### config.mk
export PLATFORM = sky130hd
export DESIGN_NAME = slot_req_gen
export DESIGN_NICKNAME = d
export VERILOG_FILES = /design/src/rtl/sreq_pkg.sv /design/src/rtl/sreq_pacer.sv /design/src/rtl/sreq_tagcheck.sv /design/src/rtl/slot_req_gen.sv
export SDC_FILE = /design/constraint.sdc
export NUM_CORES = 1
export LEC_CHECK = 0
export BUFFER_PORTS_ARGS = -buffer_cell sky130_fd_sc_hd__buf_2
export CAP_MARGIN = 20
export CORE_AREA = 2 2 108 110
export DETAILED_ROUTE_END_ITERATION = 10
export DIE_AREA = 0 0 110 112
export PLACE_DENSITY = 0.73
export SLEW_MARGIN = 20
export SYNTH_ARGS = -nofsm -noshare
export SYNTH_HDL_FRONTEND = slang
export SYNTH_SLANG_ARGS = --single-unit
### constraint.sdc
create_clock -name clk -period 4.68 [get_ports clk]
set_input_delay 0.936 -clock clk [delete_from_list [all_inputs] [get_ports clk]]
set_output_delay 0.936 -clock clk [all_outputs]
set_load 0.01 [all_outputs]
### src/rtl/sreq_pkg.sv
package sreq_pkg;

    localparam int unsigned DEF_RATE_W   = 16;
    localparam int unsigned DEF_FRAME_HZ = 48000;
    localparam int unsigned DEF_PAIRS    = 2;

    typedef enum logic {
        SIDE_L = 1'b0,
        SIDE_R = 1'b1
    } side_e;

    // bit index of one side of a slot pair in the flag and tag vectors
    function automatic int unsigned slot_bit(input int unsigned pair, input side_e side);
        return 2 * pair + ((side == SIDE_R) ? 1 : 0);
    endfunction

    // rates faster than the frame rate are capped at one sample per frame
    function automatic logic [31:0] sat_rate(input logic [31:0] rate, input logic [31:0] limit);
        return (rate > limit) ? limit : rate;
    endfunction

    typedef struct packed {
        logic req;
        logic clr;
    } pace_ctl_t;

endpackage

### src/rtl/sreq_pacer.sv
module sreq_pacer
    import sreq_pkg::*;
#(
    parameter int unsigned RATE_W   = DEF_RATE_W,
    parameter int unsigned FRAME_HZ = DEF_FRAME_HZ
) (
    input  logic              clk,
    input  logic              rst,
    input  logic              strobe,
    input  logic              vra_en,
    input  logic [RATE_W-1:0] rate,
    output logic              req
);

    localparam int unsigned ACC_W = $clog2(2 * FRAME_HZ);
    localparam logic [ACC_W-1:0] LIMIT = ACC_W'(FRAME_HZ);

    logic [ACC_W-1:0]  acc;
    logic [ACC_W-1:0]  base;
    logic [ACC_W-1:0]  eff;
    logic [ACC_W-1:0]  sum;
    logic [ACC_W-1:0]  next_acc;
    logic [RATE_W-1:0] rate_q;
    logic              vra_q;
    logic              hit;
    pace_ctl_t         ctl;

    always_comb begin
        ctl.clr  = vra_en && (!vra_q || (rate != rate_q));
        base     = ctl.clr ? '0 : acc;
        eff      = ACC_W'(sat_rate(32'(rate), 32'(FRAME_HZ)));
        sum      = base + eff;
        hit      = (sum >= LIMIT);
        next_acc = hit ? (sum - LIMIT) : sum;
        ctl.req  = !vra_en || hit;
    end

    always_ff @(posedge clk) begin
        if (rst) begin
            acc    <= '0;
            rate_q <= '0;
            vra_q  <= 1'b0;
            req    <= 1'b0;
        end else begin
            rate_q <= rate;
            vra_q  <= vra_en;
            if (!vra_en)
                acc <= '0;
            else if (strobe)
                acc <= next_acc;
            else if (ctl.clr)
                acc <= '0;
            if (strobe)
                req <= ctl.req;
        end
    end

endmodule

### src/rtl/sreq_tagcheck.sv
module sreq_tagcheck (
    input  logic clk,
    input  logic rst,
    input  logic strobe,
    input  logic pending,
    input  logic tag_l,
    input  logic tag_r,
    output logic err
);

    logic absent;

    always_comb absent = !(tag_l && tag_r);

    always_ff @(posedge clk) begin
        if (rst)
            err <= 1'b0;
        else
            err <= strobe && pending && absent;
    end

endmodule

### src/rtl/slot_req_gen.sv
module slot_req_gen
    import sreq_pkg::*;
#(
    parameter int unsigned NUM_PAIRS = DEF_PAIRS,
    parameter int unsigned RATE_W    = DEF_RATE_W,
    parameter int unsigned FRAME_HZ  = DEF_FRAME_HZ
) (
    input  logic                          clk,
    input  logic                          rst,
    input  logic                          frame_strobe,
    input  logic                          vra_en,
    input  logic [NUM_PAIRS*RATE_W-1:0]   rate_val,
    input  logic [2*NUM_PAIRS-1:0]        tag_in,
    output logic [2*NUM_PAIRS-1:0]        slot_req_n,
    output logic [NUM_PAIRS-1:0]          miss_err
);

    localparam int unsigned SLOTS = 2 * NUM_PAIRS;

    logic [NUM_PAIRS-1:0] pair_req;

    for (genvar p = 0; p < NUM_PAIRS; p++) begin : g_pair
        localparam int unsigned BL = slot_bit(p, SIDE_L);
        localparam int unsigned BR = slot_bit(p, SIDE_R);

        sreq_pacer #(
            .RATE_W   (RATE_W),
            .FRAME_HZ (FRAME_HZ)
        ) i_pacer (
            .clk    (clk),
            .rst    (rst),
            .strobe (frame_strobe),
            .vra_en (vra_en),
            .rate   (rate_val[p*RATE_W +: RATE_W]),
            .req    (pair_req[p])
        );

        // the held decision is the request of the frame now ending
        sreq_tagcheck i_tagchk (
            .clk     (clk),
            .rst     (rst),
            .strobe  (frame_strobe),
            .pending (pair_req[p]),
            .tag_l   (tag_in[BL]),
            .tag_r   (tag_in[BR]),
            .err     (miss_err[p])
        );

        assign slot_req_n[BL] = !pair_req[p];
        assign slot_req_n[BR] = !pair_req[p];
    end

    if (SLOTS != 2 * NUM_PAIRS) begin : g_bad
        initial $error("slot count mismatch");
    end

endmodule

# After elaboration in Yosys (flattened, before gate mapping)
# Cells that the tools add are included.
# W data, S select, Z words.
dict set report op_classes {
  n_eq_ne 2
  bitwise 1
  reduce_logical 19
  n_lt_le_gt_ge 4
  mux 8
  n_addsub 4
}
# operator count
set op_table {}
lappend op_table {{$mux W17} 6}
lappend op_table {{$add A17 B17 Y17} 2}
lappend op_table {{$ge A17 B16 Y1 const B} 2}
lappend op_table {{$sub A17 B16 Y17 const B} 2}
lappend op_table {{$gt A16 B16 Y1 const B} 2}
lappend op_table {{$mux W16} 2}
lappend op_table {{$ne A16 B16 Y1} 2}
lappend op_table {{$logic_and A1 B1 Y1} 8}
lappend op_table {{$logic_not A1 Y1} 6}
lappend op_table {{$logic_or A1 B1 Y1} 4}
lappend op_table {{$reduce_or A2 Y1} 1}
lappend op_table {{$not A1 Y1} 1}
dict set report word_totals {
  out_inout_bits 6
  register_bits 71
  word_cells 47
  inputBits 40
}

# Longest topological paths before layout
dict set report depth {
  ltp_word 8
  ltp_mapped 21
  mapped_depth_nobuf 20
}

# Modules after synthesis
# Synthesis repeated with hierarchy kept, for this count alone.
dict set report hier_totals {
  cells_unflattened 670
  area_unflattened_um2 5576.6
}
# module seq_area_each_um2 instances area_each_um2 cells_per_inst
set modules_own_cells {}
lappend modules_own_cells {{sreq_pacer (g_pair[0].i_pacer)} 700.7 1 2788.9 329}
lappend modules_own_cells {{sreq_pacer (g_pair[1].i_pacer)} 700.7 1 2692.6 331}
lappend modules_own_cells {sreq_tagcheck 20.0 2 36.3 3}
lappend modules_own_cells {slot_req_gen 0.0 1 22.5 4}

# Worst setup path after synthesis
# Ideal clock, no wire load.
dict set report synth_timing {
  kind {input to register}
  from {input rate_val[3]}
  to {register g_pair[0].i_pacer.acc[13]}
  slack_ns -0.253
  required_ns 4.560
  n_path_buf 1
  path_stages 17
  setup_time_ns 0.120
  arrival_ns 4.813
  cell_sequence {nor4_1 a21oi_1 o2111a_1 o21ai_0 clkbuf_1 and2_1 ha_1 a211o_1 a2111o_1 nand2_2 xnor2_1 ha_1 a311oi_1 o41ai_2 a21boi_2 o311a_1 a211o_1}
}
dict set report synth_between {
  elab_chain_cells 8
  word_cells_on_any_way 11
  cone_classes {2 x add/sub; 2 x order compare; 1 x eq/ne; 4 x mux; 2 x reduce/logical}
}
# element line
set synth_lines {}
lappend synth_lines {{from (decl)} slot_req_gen.sv:12} ;# input logic [NUM_PAIRS*RATE_W-1:0] rate_val,
lappend synth_lines {{parallel branches: the longest is 7 deep, another holds $add A17 B17 Y17} n/a}
lappend synth_lines {{$mux W17 *} sreq_pacer.sv:49} ;# else if (strobe)
lappend synth_lines {{to (signal assigned)} sreq_pacer.sv:50} ;# acc <= next_acc;
lappend synth_lines {{to (decl)} sreq_pacer.sv:18} ;# logic [ACC_W-1:0] acc;
# Every way passes the cells marked *.
# A chain may end at the register's enable or synchronous reset.

# Worst setup path after layout
dict set report layout_timing {
  from {input rate_val[30]}
  to {register g_pair[1].i_pacer.acc[13]}
}
dict set report layout_between {
  elab_chain_cells 8
  word_cells_on_any_way 11
  cone_classes {2 x add/sub; 2 x order compare; 1 x eq/ne; 4 x mux; 2 x reduce/logical}
}
# element line
set layout_lines {}
lappend layout_lines {{parallel branches: the longest is 7 deep, another holds $add A17 B17 Y17} n/a}
lappend layout_lines {{$mux W17 *} sreq_pacer.sv:49}
lappend layout_lines {{to (signal assigned)} sreq_pacer.sv:50}
lappend layout_lines {{to (decl)} sreq_pacer.sv:18}
# Marked as above.

==> impl_metrics.ini <==
[cells_and_area]
area_growth_pct = 43.37
final_nets = 958
n_antenna_cell = 0
drive_gt1_share_pct = 38.11
nFillCells = 800

[synthesis]
syn_area_per_cell_um2 = 8.158
synth_top_family_by_area = simple AND/OR/NAND/NOR gates
syn_area_um2 = 5458
async_flop_share_pct = 0
ys_warn_count = 0
synth_edf_count = 0
ys.flop_type = dfxtp_1
synth_cells = 669
syn_nets = 745
synth_area_leader_cell = dfxtp_1
synth-adder-area-share_pct = 8.528
synthTopCellsByArea = dfxtp_1 (26%), ha_1 (7.8%), xor2_1 (5.9%)
synth_seq_cells = 71
ys_seq_area_share_pct = 26.04
synthSimpleGateAreaFrac_pct = 27.76
ys_types = 82
synth.top_cell.area_share_pct = 26.04
synthMuxAreaShare_pct = 1.834
synth_compound_area_share_pct = 23.09
synthXorXnorAreaFrac_pct = 8.666

[setup_path]
worstSetupPathType = in2reg
r2r_setup_slack_ns = 0.32
end_kind = register
crit_fanout = 4
cp_data_arrival_time_ns = 5.04
timing.rr.start = g_pair[1].i_pacer.rate_q[11]
reg2reg_depth = 16
worstReg2RegEnd = g_pair[1].i_pacer.acc[13]
required_ns = 4.97
start_kind = input port
critical_path.startpoint = rate_val[30]

[outcome]
violations = setup timing
status = finished, violations left

[global_routing]
grt_pass1_wl_um = 26900
grt_pass1_vias = 5911
grt_overflow_total = 0
grt_max_degree = 36
antenna_found_initial = 0
grt_util_all_layers_pct = 27.39

[floorplan]
rows = 39
die_area_um2 = 12320
core_area_um2 = 11170
die_h_um = 112
die_w_um = 110
start_util_pct = 48.84
boundaryPins = 46

[drt]
routedWlPerCell_um = 16.98
wl_met1_um = 7101
top_layer = met4
viasPerCell = 5.681
drtIter0Drc = 373
wl_met3_um = 821
post-route-drc-count = 0
drt_first_pass_iters = 5
drt_wl_total_um = 17490
num_vias = 5851
ant_nets = 0
wl_met2_um = 8845

[cts]
cts_hold_repair.buffers = 0
cts_tree = built
clock_path_buffers = 2
cts-root-buf = clkbuf_16
cts_made_buffers = 9
clk_pin_slew_ns = 0.06
cts_max_level = 3
clk_latency_ns = 0.35
cts.sinks = 71

[timing]
tns_ns = -0.1890
worst_slack_ns = -0.06979
rsz0062_at_grt = true
period_needed_ns = 4.750
slew_violations = 0
tightest_slew_ns = 0.9572
hold_ws_ns = 0.4556
finalHoldViolCount = 0
slew_headroom_pct = 35.95
clock_skew_ns = 0.005568
setup_viol = 4
max_freq_mhz = 210.5
period_share_pct = 101.5

[power]
report.power.total_mw = 2.066
irDropWorstVdd_mv = 0.1855
power-per-cell-area_nw_per_um2 = 264.0
p_leak_nw = 3.615

[min_path]
min-delay-start = g_pair[0].i_pacer.req
hold_end = g_pair[0].i_tagchk.err
min_delay_path_depth = 2
hold_path_class = reg2reg

[placed_design]
gp_congestion = 0.9570
dp_hpwl_um = 12260
io_buffers = 45

[run]
drv_cap = 0
critical path, cell delays in order:
cell and delay (ns):
buf_6 0.10, xor2_2 0.18, nor4_4 0.31, nand4_1 0.16, o21ai_2 0.28, and2_4 0.22, ha_4 0.15, fa_2 0.44
or3_4 0.39, a221oi_2 0.18, o211ai_1 0.17, o311a_2 0.45, a2111oi_4 0.31, buf_4 0.18, o221ai_4 0.09, or3_1 0.40
nand3_1 0.08
how the worst max path moves through the flow:
stage | endpoint
floorplan | g_pair[0].i_pacer.acc[13]
global placement | g_pair[1].i_pacer.acc[13]
detailed placement | g_pair[1].i_pacer.acc[8]
CTS | g_pair[0].i_pacer.acc[8]
global route | g_pair[1].i_pacer.acc[13]
finish | g_pair[1].i_pacer.acc[13]
layout by cell type (no fill, tap or decap), types with 17 or more instances in the layout:
| master | n |
|---|---|
| buf_2 | 41 |
| o21ai_0 | 20 |
| dfxtp_1 | 71 |
| nand3_1 | 17 |
| nand2_1 | 47 |
| ha_1 | 25 |
| buf_4 | 184 |
| and2_1 | 41 |
| nor2_1 | 45 |
| a21oi_1 | 34 |
| nor2b_1 | 37 |
| xor2_1 | 32 |
cells in the mapped netlist, drive strengths merged (11+ instances only):
| cell | number |
|---|---|
| a211oi | 13 |
| xor2 | 37 |
| dfxtp | 71 |
| and2 | 51 |
| inv | 13 |
| nor2b | 37 |
| xnor2 | 17 |
| clkbuf | 21 |
| nor4 | 11 |
| nand3 | 21 |
| a21oi | 43 |
| nand2b | 14 |
| a21o | 13 |
| ha | 34 |
| nand2 | 48 |
| nor3 | 13 |
| o21ai | 32 |
| nor2 | 46 |
flip-flops by register name, indices dropped and copies added (netlist names):
name / cells
g_pair.i_pacer.vra_q: 1
g_pair.i_pacer.rate_q: 32
g_pair.i_tagchk.err: 2
g_pair.i_pacer.acc: 34
g_pair.i_pacer.req: 2
layout make-up:
| class | instances | area (um2) | share of cell area, % |
|---|---|---|---|
| multi-input cells | 553 | 4179 | 53.41 |
| repair buffers | 233 | 1677 | 21.43 |
| flip-flops and latches | 71 | 1421 | 18.16 |
| clock buffers | 11 | 252.7 | 3.230 |
| well taps | 143 | 178.9 | 2.287 |
| clock inverters | 5 | 63.81 | 0.8155 |
| inverters | 14 | 52.55 | 0.6716 |
timing repair:
item,CTS,global route
cloned,0,0
setup endpoints to repair,14,22
setup buffers,0,14
resized for setup,4,82
pin swaps,0,45
power breakdown:
part | internal (mW) | switching (mW)
logic | 0.338 | 0.344
clock network | 0.447 | 0.291
registers | 0.635 | 0.0113
total | 1.42 | 0.646
stage by stage:
stage	cells	cell area, um2	util (%)	setup slack (ns)
3_3_place_gp	1000	7012	62.75	-0.3586
3_5_place_dp	1000	7012	62.75	-0.4458
4_1_cts	1016	7348	65.76	0.008746
6_report	1030	7825	70.03	-0.06979
2_1_floorplan	669	5474	-	0.02244
5_1_grt	1030	7825	70.03	-0.2276
cell families (layout without fill, tap and decap cells):
| family | after synthesis | count (layout) |
|---|---|---|
| xor+xnor | 54 | 54 |
| buf+inv | 45 | 263 |
| compound gates | 174 | 174 |
| simple gates | 279 | 279 |
| fa+ha+maj | 36 | 36 |
| flops | 71 | 71 |
| mux | 10 | 10 |
routing by layer:
metal / vias to the layer above / global-route usage (%)
met4: 0 / 13.67
li1: 2838 / -
met2: 186 / 47.85
met1: 2770 / 31.25
met3: 57 / 5.152
met5: - / 0
Note: power is estimated with default switching activity, not from simulation.
